===== src/rtl/sc_pkg.sv =====
package sc_pkg;
  typedef enum logic [1:0] {ST_IDLE, ST_TX, ST_RX} sc_state_e;
  localparam int unsigned HB_W      = 5;
  localparam int unsigned HB_PARITY = 18;  // half-bit index of parity sample
  localparam int unsigned HB_DATA   = 20;  // end of parity bit
  localparam int unsigned HB_ERR_LO = 21;  // error window start
  localparam int unsigned HB_ERR_HI = 23;  // error window end (exclusive)
  localparam int unsigned HB_SHORT  = 21;
  localparam int unsigned HB_LONG   = 23;
  localparam int unsigned HB_RESEND = 25;
endpackage


===== src/rtl/sc_clkgen.sv =====
module sc_clkgen #(
  parameter int unsigned PRESC_W = 5
) (
  input  logic               clk_i,
  input  logic               rst_ni,
  input  logic [PRESC_W-1:0] presc_i,
  output logic               sclk_o,
  output logic               tick_o
);
  logic [PRESC_W-1:0] cnt_q;
  logic               wrap;

  assign wrap   = (presc_i != '0) && (cnt_q >= presc_i - PRESC_W'(1));
  assign tick_o = wrap && !sclk_o;  // rising edge of card clock

  always_ff @(posedge clk_i or negedge rst_ni) begin
    if (!rst_ni) begin
      cnt_q  <= '0;
      sclk_o <= 1'b0;
    end else if (presc_i == '0) begin
      cnt_q  <= '0;
      sclk_o <= 1'b0;
    end else if (wrap) begin
      cnt_q  <= '0;
      sclk_o <= ~sclk_o;
    end else begin
      cnt_q <= cnt_q + PRESC_W'(1);
    end
  end
endmodule


===== src/rtl/sc_hbtimer.sv =====
module sc_hbtimer #(
  parameter int unsigned ETU_W = 12
) (
  input  logic             clk_i,
  input  logic             rst_ni,
  input  logic [ETU_W-1:0] etu_i,
  input  logic             tick_i,
  input  logic             clr_i,
  output logic             hb_o
);
  logic [ETU_W-1:0] half;
  logic [ETU_W-1:0] cnt_q;
  logic             full;

  assign half = etu_i >> 1;
  assign full = (cnt_q >= half - ETU_W'(1));
  assign hb_o = tick_i && !clr_i && full;

  always_ff @(posedge clk_i or negedge rst_ni) begin
    if (!rst_ni)      cnt_q <= '0;
    else if (clr_i)   cnt_q <= '0;
    else if (tick_i)  cnt_q <= full ? '0 : cnt_q + ETU_W'(1);
  end
endmodule


===== src/rtl/sc_uart.sv =====
module sc_uart
  import sc_pkg::*;
#(
  parameter int unsigned PRESC_W = 5,
  parameter int unsigned ETU_W   = 12,
  parameter int unsigned RTR_W   = 3
) (
  input  logic               clk_i,
  input  logic               rst_ni,
  input  logic [PRESC_W-1:0] presc_i,
  input  logic [ETU_W-1:0]   etu_i,
  input  logic               stop_long_i,
  input  logic [RTR_W-1:0]   retries_i,
  input  logic               tx_valid_i,
  input  logic [7:0]         tx_data_i,
  output logic               tx_ready_o,
  output logic               rx_valid_o,
  output logic [7:0]         rx_data_o,
  input  logic               rx_ready_i,
  output logic               rx_perr_o,
  output logic               tx_fail_o,
  output logic               sclk_o,
  input  logic               io_i,
  output logic               io_drv_o
);
  sc_state_e        st_q;
  logic [HB_W-1:0]  hbn_q;
  logic [7:0]       txbuf_q, shr_q;
  logic             errd_q;
  logic [RTR_W-1:0] rcnt_q;
  logic             io_s1, io_s2, io_s3;
  logic             tick, hb, accept, rx_start, txbit;
  logic [HB_W-1:0]  tx_end, rx_end;
  logic [3:0]       bidx;

  sc_clkgen #(.PRESC_W(PRESC_W)) u_clkgen (
    .clk_i, .rst_ni, .presc_i, .sclk_o, .tick_o(tick)
  );

  sc_hbtimer #(.ETU_W(ETU_W)) u_hbtimer (
    .clk_i, .rst_ni, .etu_i, .tick_i(tick), .clr_i(accept || rx_start), .hb_o(hb)
  );

  always_ff @(posedge clk_i or negedge rst_ni) begin
    if (!rst_ni) {io_s1, io_s2, io_s3} <= 3'b111;
    else         {io_s1, io_s2, io_s3} <= {io_i, io_s1, io_s2};
  end

  assign tx_ready_o = (st_q == ST_IDLE);
  assign accept     = tx_ready_o && tx_valid_i;
  assign rx_start   = tx_ready_o && !tx_valid_i && io_s3 && !io_s2;
  assign bidx       = hbn_q[4:1];
  assign rx_end     = stop_long_i ? HB_W'(HB_LONG) : HB_W'(HB_SHORT);
  assign tx_end     = errd_q ? HB_W'(HB_RESEND) : rx_end;

  always_comb begin
    if (bidx == 4'd0)      txbit = 1'b0;
    else if (bidx <= 4'd8) txbit = txbuf_q[3'(bidx - 4'd1)];
    else if (bidx == 4'd9) txbit = ^txbuf_q;
    else                   txbit = 1'b1;
  end

  assign io_drv_o = ((st_q == ST_TX) && (hbn_q < HB_W'(HB_DATA)) && !txbit) ||
                    ((st_q == ST_RX) && errd_q && stop_long_i &&
                     (hbn_q >= HB_W'(HB_ERR_LO)) && (hbn_q < HB_W'(HB_ERR_HI)));

  always_ff @(posedge clk_i or negedge rst_ni) begin
    if (!rst_ni) begin
      st_q       <= ST_IDLE;
      hbn_q      <= '0;
      txbuf_q    <= '0;
      shr_q      <= '0;
      errd_q     <= 1'b0;
      rcnt_q     <= '0;
      rx_valid_o <= 1'b0;
      rx_data_o  <= '0;
      rx_perr_o  <= 1'b0;
      tx_fail_o  <= 1'b0;
    end else begin
      rx_perr_o <= 1'b0;
      tx_fail_o <= 1'b0;
      if (rx_ready_i) rx_valid_o <= 1'b0;
      unique case (st_q)
        ST_IDLE: begin
          hbn_q  <= '0;
          errd_q <= 1'b0;
          if (accept) begin
            st_q    <= ST_TX;
            txbuf_q <= tx_data_i;
            rcnt_q  <= '0;
          end else if (rx_start) begin
            st_q <= ST_RX;
          end
        end
        ST_TX: if (hb) begin
          hbn_q <= hbn_q + HB_W'(1);
          if (hbn_q == HB_W'(HB_ERR_LO) && stop_long_i && !io_s2) errd_q <= 1'b1;
          if (hbn_q + HB_W'(1) == tx_end) begin
            if (!errd_q) begin
              st_q <= ST_IDLE;
            end else if (rcnt_q < retries_i) begin
              rcnt_q <= rcnt_q + RTR_W'(1);
              hbn_q  <= '0;
              errd_q <= 1'b0;
            end else begin
              tx_fail_o <= 1'b1;
              st_q      <= ST_IDLE;
            end
          end
        end
        ST_RX: if (hb) begin
          hbn_q <= hbn_q + HB_W'(1);
          if (hbn_q == '0 && io_s2) begin
            st_q <= ST_IDLE;  // glitch, not a start bit
          end else if (!hbn_q[0] && hbn_q >= HB_W'(2) && hbn_q < HB_W'(HB_PARITY)) begin
            shr_q <= {io_s2, shr_q[7:1]};
          end else if (hbn_q == HB_W'(HB_PARITY)) begin
            errd_q <= (^shr_q) ^ io_s2;
          end
          if (hbn_q + HB_W'(1) == rx_end) begin
            st_q <= ST_IDLE;
            if (errd_q) rx_perr_o <= 1'b1;
            else if (!rx_valid_o) begin
              rx_valid_o <= 1'b1;
              rx_data_o  <= shr_q;
            end
          end
        end
        default: st_q <= ST_IDLE;
      endcase
    end
  end
endmodule


===== config.mk =====
export PLATFORM = sky130hd
export DESIGN_NAME = sc_uart
export DESIGN_NICKNAME = d
export VERILOG_FILES = /design/src/rtl/sc_pkg.sv /design/src/rtl/sc_clkgen.sv /design/src/rtl/sc_hbtimer.sv /design/src/rtl/sc_uart.sv
export SDC_FILE = /design/constraint.sdc
export NUM_CORES = 1
export LEC_CHECK = 0
export BUFFER_PORTS_ARGS = -buffer_cell sky130_fd_sc_hd__buf_2
export CORE_MARGIN = 2
export CORE_UTILIZATION = 31
export DETAILED_ROUTE_END_ITERATION = 16
export GPL_TIMING_DRIVEN = 0
export PLACE_DENSITY_LB_ADDON = 0.2
export SYNTH_ARGS = -nofsm -noshare
export SYNTH_HDL_FRONTEND = slang
export SYNTH_SLANG_ARGS = --single-unit

===== constraint.sdc =====
create_clock -name clk_i -period 3.43 [get_ports clk_i]
set_input_delay 0.5145 -clock clk_i [delete_from_list [all_inputs] [get_ports clk_i]]
set_output_delay 0.5145 -clock clk_i [all_outputs]
set_load 0.03 [all_outputs]

==> impl_metrics.ini, run 1 <==
[run_status]
status = finished, final reports clean

[power]
power_frac_comb_pct = 36.7
power_frac_seq_pct = 32.7
p_clk_share_pct = 30.6
max-vdd-ir-drop_mv = 0.265
p_int_uw = 1760
switchingPower_uw = 1040
swShare_pct = 37.0
powerDensity_nw_per_um2 = 607
fin_total_pwr_uw = 2800
leakagePower_uw = 0.00216

[cells_and_area]
drive_gt1_share_pct = 26.2
seq_area_sq_um = 1480
syn_to_final_growth_pct = 21.9
layout.cells.most_common = dfrtp_1
instances_no_fill = 598
fin_nets = 515
fill_cells = 1223
layout_common_cells = 56 x dfrtp_1, 46 x buf_2, 35 x ha_1, 30 x o21ai_0, 27 x nor2_1
n_antenna_cell = 0
fin_area_sq_um = 4610
multiInputGateArea_sq_um = 2260

[synth]
synth-seq-cells = 59
syn_nets = 452
ys_seq_area_share_pct = 39.1
syn_area_sq_um = 3780
synthArstFlopShare_pct = 100
synth_ff_type = dfrtp_1
yosys_warnings = 0
synth_cell_types = 50
netlist_instances = 383
avgSynthCellArea_sq_um = 9.88
synth_edf_count = 0

[clock_tree]
clk_pin_slew_ps = 60
numCtsBuffers = 9
clockRootBuffer = clkbuf_16
ctsHoldBuffers = 0
cts_tree = done
clk_latency_ps = 330
htree_levels = 3
cts_sinks = 59
clockBufferDepth = 2

[timing]
final_hold_viol_count = 0
relSlewSlack_pct = 49.2
fmaxAchievable_mhz = 308
final_max_slew_viol_count = 0
finalCritPeriodShare_pct = 94.7
min_period_ps = 3250
rsz0062_at_grt = true
setup_viol = 0
worst_slew_pin_slew_ps = 742
finalClockSkew_ps = 9.46
timing.hold.ws_ps = 249

[floorplan]
die_area_sq_um = 13100
initial_utilization_pct = 31.6
io_pins = 48
core.rowCount = 40
die_x_microns = 114
die_h_microns = 114
coreArea_sq_um = 12000

[grt]
grt_busiest_layer = met2
grt_pass1_wl_microns = 13200
use_met1_pct = 16.7
grt_pass1_vias = 2735
grt-ovfl-total = 0
grt_use_met2_pct = 20.2
grtUsageMet3_pct = 3.65
antenna_found_initial = 0
grt_usage_pct = 12.5
grt_max_degree = 60

[route]
wire_per_inst_microns = 13.2
drt_iter0_drc = 98
dr_total_vias = 2922
wl_microns = 7910
dr.pass1.iters = 4
via_per_inst = 4.89
drcViolationCount = 0
drtAntennaViolNets = 0

[setup_path]
crit_path_start_kind = input pin
path_class = input pin to flop
max_stage_delay_ps = 340
critPathArrivalTime_ps = 3470
crit_required_ps = 3650
path_buf_inv = 2
cp_slowest_cell = or3_4
crit_path_max_fanout = 5
crit_cells = 15
cp-end-kind = flop
ff2ff_path_depth = 8
cp_cell_sequence = buf_4, nor3_4, nand2b_1, nor2_2, nand2_2, nor4_4, xnor2_1, ha_1, nand3_2, or3_4, o31ai_4, o211ai_4, nor4_4, buf_4, mux2_2
path_delay_family = simple AND/OR/NAND/NOR gates

[run]
maxCapViolations = 0

[place]
portBuffers = 46
place_area_sq_um = 4210
dp_cells = 576
globalplace.congestion = 0.813
post-dp-hpwl_microns = 5940

[hold_path]
min_path_type = input pin to async pin
power groups by stage:
stage | Combinational (uW) | Clock [uW] | Sequential [uW]
after floorplan | 793 | 0 | 913
after global placement | 1000 | 0 | 926
after detailed placement | 1020 | 0 | 929
after CTS | 1030 | 885 | 917
after global routing | 1160 | 915 | 933
final | 1030 | 857 | 915
cells in the mapped netlist (all sizes together) (2+ instances only):
library cell	n	area share (%)
o21a	5	0.99
xor2	11	2.5
nor4	5	1.2
a21o	4	0.79
nand2b	13	2.1
o22ai	2	0.33
a31oi	5	0.83
nand3	12	1.6
or4b	2	0.53
or3	3	0.50
a221o	2	0.53
and3	5	0.83
o41ai	2	0.46
mux2i	3	0.79
mux4	2	1.2
a21oi	13	1.7
nand2	27	2.7
dfstp	3	2.1
nor2	28	2.8
mux2	24	7.1
inv	24	2.4
clkbuf	6	0.66
nand4b	2	0.46
ha	35	12
o21ai	31	4.1
o31ai	3	0.73
a31o	3	0.69
buf	2	0.26
dfrtp	56	37
o211a	2	0.53
xnor2	23	5.3
nor2b	3	0.50
nor4b	2	0.46
nor3	11	1.6
kinds of logic after synthesis:
kind of cell | Yosys count | synth area share (%)
buf+inv | 32 | 3.31
mux | 29 | 9.12
simple gates | 116 | 15.8
flops | 59 | 39.1
compound gates | 78 | 13.2
fa+ha+maj | 35 | 11.6
xor+xnor | 34 | 7.87
final cells by class:
| class | count | area share (%) |
|---|---|---|
| inverters | 24 | 1.95 |
| plain buffers | 8 | 0.787 |
| clock buffers | 9 | 4.88 |
| clock inverters | 7 | 1.27 |
| multi-input cells | 292 | 49.0 |
| well taps | 147 | 3.99 |
| repair buffers | 52 | 6.08 |
| flip-flops and latches | 59 | 32.1 |
path summary, 6_finish.rpt:
path                               startpoint                  to  slack, ps
setup / recovery                     etu_i[3]            shr_q[5]        180
hold / removal                         rst_ni   u_clkgen.cnt_q[2]        250
setup reg to reg           u_hbtimer.cnt_q[0]  u_hbtimer.cnt_q[9]        530
hold reg to reg                         io_s1               io_s2        360
max in group asynchronous              rst_ni            hbn_q[3]       2660
min in group clk_i                       io_i               io_s1        280
layer usage:
layer | up-vias | wire, microns
met2 | 40 | 3760
met3 | 11 | 280
met5 | - | 0
met1 | 1385 | 3760
met4 | 0 | 108
li1 | 1486 | -
stage by stage:
stage	worst slack, ps	TNS (ps)	util (%)
2_1_floorplan	10.1	0	-
3_3_place_gp	-533	-10130	35.2
3_5_place_dp	-582	-12420	35.2
4_1_cts	9.65	0	37.9
5_1_grt	-27.5	-109	38.6
6_report	180	0	38.6
state kept, by name (all words and copies together), names as in the netlist:
name and count:
u_hbtimer.cnt_q 12, rx_data_o 8, shr_q 8, txbuf_q 8
hbn_q 5, u_clkgen.cnt_q 5, rcnt_q 3, st_q 2
errd_q 1, io_s1 1, io_s2 1, io_s3 1
rx_perr_o 1, rx_valid_o 1, tx_fail_o 1, u_clkgen.sclk_o 1
what timing repair did:
action	4_1_cts	5_1_grt
setup endpoints to repair	21	31
pin swaps	3	9
gates resized for setup	4	13
setup buffers	3	3
(Power assumes the default switching activity.)
==> inputs of run 2 (changes only) <==
- CORE_UTILIZATION: 31 -> 55
- clock period: 3.43 -> 3.37 ns (I/O delays scaled with it)
==> impl_metrics.ini, run 2 (same netlist as run 1, synthesis figures left out) <==
[run_status]
status = finished, final reports clean

[cells_and_area]
syn_to_final_growth_pct = 17.8
layout.cells.most_common = dfrtp_1
layout_common_cells = 56 x dfrtp_1, 48 x buf_2, 35 x ha_1, 28 x o21ai_0, 27 x nor2_1
fin_area_sq_um = 4460
n_antenna_cell = 0
top_register = u_hbtimer.cnt_q
fin_nets = 515
instances_no_fill = 531
drive_gt1_share_pct = 26.4
largest_register_ffs = 12

[timing]
fin_ws_ps = 149
setup_viol = 0
rsz0062_at_grt = true
timing.hold.ws_ps = 216
worst_slew_pin_slew_ps = 767
fmaxAchievable_mhz = 310
finalClockSkew_ps = 12.1
min_period_ps = 3220
finalCritPeriodShare_pct = 95.6
final_max_slew_viol_count = 0
final_hold_viol_count = 0
relSlewSlack_pct = 47.5

[place]
place_area_sq_um = 4130
dpl_worst_slack_ps = -562
globalplace.congestion = 0.932
portBuffers = 46
dp_cells = 509
post-dp-hpwl_microns = 5580

[clock_tree]
cts_sinks = 59
clk_latency_ps = 350
clockBufferDepth = 2
numCtsBuffers = 9
clockRootBuffer = clkbuf_8
clk_pin_slew_ps = 80
cts_tree = done
ctsHoldBuffers = 0
htree_levels = 3

[floorplan]
initial_utilization_pct = 56.3
die_h_microns = 87.0
die_x_microns = 87.0
coreArea_sq_um = 6720
die_area_sq_um = 7560
core.rowCount = 30
io_pins = 48

[power]
power_frac_seq_pct = 35.0
max-vdd-ir-drop_mv = 0.453
p_int_uw = 1640
p_clk_share_pct = 25.5
swShare_pct = 38.6
leakagePower_uw = 0.00213
switchingPower_uw = 1030
power_frac_comb_pct = 39.5
powerDensity_nw_per_um2 = 598

[setup_path]
crit_required_ps = 3630
reg2reg_to = u_hbtimer.cnt_q[9]
crit_path_start_kind = input pin
cp-end-kind = flop
crit_start = etu_i[5]
critPathArrivalTime_ps = 3480
path_class = input pin to flop
ff2ff_path_depth = 9
reg2reg_slack_ps = 310
rr_startpoint = u_hbtimer.cnt_q[0]
crit_path_max_fanout = 4
crit_end = hbn_q[3]

[hold_path]
min_path_type = input pin to async pin

[grt]
grt_max_degree = 60
use_met1_pct = 26.4
grt_use_met2_pct = 35.3
grt-ovfl-total = 0
grt_usage_pct = 21.2
grt_pass1_wl_microns = 12700
grt_pass1_vias = 2850
antenna_found_initial = 0
grt_busiest_layer = met2
grtUsageMet3_pct = 4.36

[route]
via_per_inst = 5.66
drcViolationCount = 0
dr_total_vias = 3003
drtAntennaViolNets = 0
drt_iter0_drc = 90
wl_microns = 7610
dr.pass1.iters = 4
wire_per_inst_microns = 14.3

[run]
maxCapViolations = 0
==> run 2: changes by cell type in the layout (fill, tap and decap cells not counted), moves of 2 or more <==
cell       previous run  this run
buf_4                 8         5
o21ai_0              30        28
buf_6                 0         2
clkbuf_8              0         9
o21ai_1               0         2
clkbuf_16             9         0
inv_6                 3         5
buf_2                46        48
==> run 2: area by class of cell <==
type / count / area, sq um
timing repair buffer: 52 / 285
sequential: 59 / 1480
multi-input combinational: 292 / 2260
buffer: 8 / 36.3
clock buffer: 9 / 124
clock inverter: 7 / 81.3
tap: 80 / 100
fill: 550 / 2260
inverter: 24 / 90.1
==> run 2: layer usage <==
metal,wire [microns],share of wire (%),up-vias
li1,-,-,1491
met1,3430,45,1432
met2,3750,49,61
met3,286,3.8,19
met4,146,1.9,0
met5,0,0,-
==> run 2: worst min-delay path by stage <==
stage | start | endpoint | slack (ps) | cells past startpoint
3_3_place_gp | io_s1 | io_s2 | 350 | 0
4_1_cts | io_i | io_s1 | 260 | 1
3_5_place_dp | io_s1 | io_s2 | 350 | 0
5_1_grt | io_i | io_s1 | 250 | 1
6_report | rst_ni | tx_fail_o | 220 | 1
2_1_floorplan | rst_ni | errd_q | 210 | 0
==> run 2: timing repair <==
item,CTS,global route
gates resized for setup,4,16
endpoints found under the setup margin,12,32
pin swaps,3,3
buffers inserted,5,1
==> run 2: power by group through the flow <==
stage          registers (uW)  logic, uW  clock network, uW
5_1_grt                   954       1170                727
2_1_floorplan             929        807                  0
6_report                  933       1050                680
3_5_place_dp              947       1030                  0
4_1_cts                   935       1050                694
3_3_place_gp              938       1010                  0
==> run 2: worst max-delay path, cell delays in order <==
cell	delay, ps
buf_2	120
nor3_4	190
nand2b_1	100
nor2_2	140
nand2_2	100
nor4_4	150
xnor2_1	100
ha_1	290
nand3_1	110
or3_4	410
o31ai_4	290
o211ai_4	160
buf_6	170
o21a_1	220
or3_1	340
o21ai_0	70
==> run 2: through the flow <==
stage                     total power [uW]  util (%)  TNS, ps
after floorplan                       1740         -        0
after global placement                1940      61.5    -7800
after detailed placement              1980      61.5   -10250
after CTS                             2680      65.4        0
after global routing                  2850      66.4     -505
final                                 2670      66.4        0
==> inputs of run 3 (changes only) <==
- ABC_AREA: not set -> 1
==> impl_metrics.ini, run 3 <==
[cells_and_area]
n_antenna_cell = 0
largest_register_ffs = 12
layout.cells.most_common = nand2_1
seq_area_sq_um = 1480
fill_cells = 682
layout_common_cells = 196 x nand2_1, 72 x inv_1, 56 x dfrtp_1, 48 x buf_2, 47 x nand3_1
syn_to_final_growth_pct = 12.6
multiInputGateArea_sq_um = 2540
fin_util_pct = 63.9
fin_nets = 728
top_register = u_hbtimer.cnt_q
fin_area_sq_um = 4940
drive_gt1_share_pct = 17.5

[synth]
yosysTopAreaCell = dfrtp_1
synth_edf_count = 0
ys_seq_area_share_pct = 33.8
synthArstFlopShare_pct = 100
ys_top_cells_by_area = dfrtp_1 32%, nand2_1 17%, ha_1 10%
netlist_instances = 602
synth_ff_type = dfrtp_1
synth_top_area_share_pct = 32.0
ys_top_cells_by_count = 196 x nand2_1, 72 x inv_1, 56 x dfrtp_1
syn_area_sq_um = 4380
avgSynthCellArea_sq_um = 7.28
synth-seq-cells = 59
synth.most_common_cell = nand2_1
synth_cell_types = 37
yosys_warnings = 0
syn_nets = 671

[setup_path]
cp_cell_sequence = buf_2, inv_1, ha_1, nand2_1, nor4_1, nand3_1, xor2_1, inv_1, ha_1, nand2_1, nor2_1, nand2_1, nor2_1, nand2_1, nand2_2, nand2_4, nor2_4, nand2_4, buf_6, nand2_2, o21ai_2
cp_slowest_cell = nor4_1
crit_required_ps = 3600
crit_start = etu_i[1]
cp-end-kind = flop
crit_path_start_kind = input pin
crit_end = rx_data_o[7]
max_stage_delay_ps = 350
crit_path_max_fanout = 10
critPathArrivalTime_ps = 3140
reg2reg_to = st_q[1]
reg2reg_slack_ps = 1080
path_class = input pin to flop
crit_cells = 21
rr_startpoint = hbn_q[1]
path_common_cell = nand2_1
path_buf_inv = 4
ff2ff_path_depth = 13
path_delay_family = simple AND/OR/NAND/NOR gates

[route]
drt_iter0_drc = 210
drtAntennaViolNets = 0
wl_microns = 9180
via_per_inst = 5.20
dr.pass1.iters = 6
dr_total_vias = 3982
wire_per_inst_microns = 12.0
drcViolationCount = 0

[power]
leakagePower_uw = 0.00263
powerDensity_nw_per_um2 = 571
max-vdd-ir-drop_mv = 0.267

[timing]
final.setup.tns_ps = 0
min_period_ps = 2910
worst_slew_pin_slew_ps = 735
rsz0062_at_grt = false
relSlewSlack_pct = 51.0
final_hold_viol_count = 0
fmaxAchievable_mhz = 344
finalCritPeriodShare_pct = 86.3
setup_viol = 0
finalClockSkew_ps = 9.81
final_max_slew_viol_count = 0

[floorplan]
die_h_microns = 93.3
core.rowCount = 32
die_area_sq_um = 8700
die_x_microns = 93.3
initial_utilization_pct = 56.7
coreArea_sq_um = 7730
io_pins = 48

[grt]
grt_pass1_vias = 3702
grt-ovfl-total = 0
grt_max_degree = 60
grt_pass1_wl_microns = 15900
antenna_found_initial = 0
grt_usage_pct = 22.5

[place]
place_area_sq_um = 4740
post-dp-hpwl_microns = 7100
globalplace.congestion = 0.901
portBuffers = 46

[clock_tree]
clk_pin_slew_ps = 70
numCtsBuffers = 9
clockBufferDepth = 2
htree_levels = 3
clk_latency_ps = 340
cts_tree = done
clockRootBuffer = clkbuf_8
cts_sinks = 59
post_cts_buffers = 0
ctsResizeCount = 0
ctsHoldBuffers = 0

[run]
maxCapViolations = 0

[run_status]
status = finished, final reports clean

[hold_path]
min_path_type = input pin to async pin
[run 3: kinds of logic after synthesis]
logic type	count (synthesis)	synth area share, %
buf+inv	90	8.14
simple gates	322	33.0
xor+xnor	30	6.00
compound gates	66	9.08
fa+ha+maj	35	9.99
flops	59	33.8
[run 3: per-stage QoR]
stage / cells / setup WS, ps / total power, uW / hold WS (ps)
2_1_floorplan: 602 / 553 / 1900 / 210
3_3_place_gp: 750 / 150 / 2140 / 346
3_5_place_dp: 750 / 105 / 2190 / 350
4_1_cts: 766 / 471 / 2830 / 245
5_1_grt: 766 / 30.9 / 3070 / 243
6_report: 766 / 463 / 2820 / 220
[run 3: layout make-up]
class,count,area share (%)
Multi-Input combinational cell,453,51.6
Buffer,7,0.913
Clock inverter,5,1.06
Timing Repair Buffer,46,4.71
Sequential cell,59,30.0
Clock buffer,11,2.86
Inverter,83,6.31
Tap cell,102,2.59
[run 3: routing by layer]
metal  part of all wire, %  vias to the layer above  global-route usage (%)
li1                      -                     2034                       -
met1                    46                     1842                    29.5
met2                    48                       92                    37.4
met3                   4.2                       14                    4.83
met4                   1.5                        0                    7.11
met5                     0                        -                       0
[run 3: worst min path at each step]
| stage | from | cells after the start | end |
|---|---|---|---|
| after CTS | io_i | 1 | io_s1 |
| after floorplan | rst_ni | 0 | errd_q |
| after global routing | io_i | 1 | io_s1 |
| after global placement | io_s1 | 0 | io_s2 |
| after detailed placement | io_s1 | 0 | io_s2 |
| final | rst_ni | 1 | txbuf_q[7] |
[run 3: power breakdown]
| part | leakage, uW | total [uW] | switching (uW) | internal (uW) |
|---|---|---|---|---|
| combinational | 0.00174 | 1230 | 798 | 435 |
| sequential | 0.000789 | 953 | 123 | 830 |
| clock | 0.0000991 | 630 | 273 | 358 |
| total | 0.00263 | 2820 | 1190 | 1620 |
[run 3: worst reg2reg max path, cell delays in order (launching register included)]
cell,delay [ps]
dfrtp_1,500
inv_1,250
ha_1,390
inv_1,70
nand2_1,80
nor2_1,50
nor2_1,120
nand2_2,80
nor2_4,170
a21oi_1,110
nor2_2,160
nand2_1,80
nand2_1,60
nand2_1,50
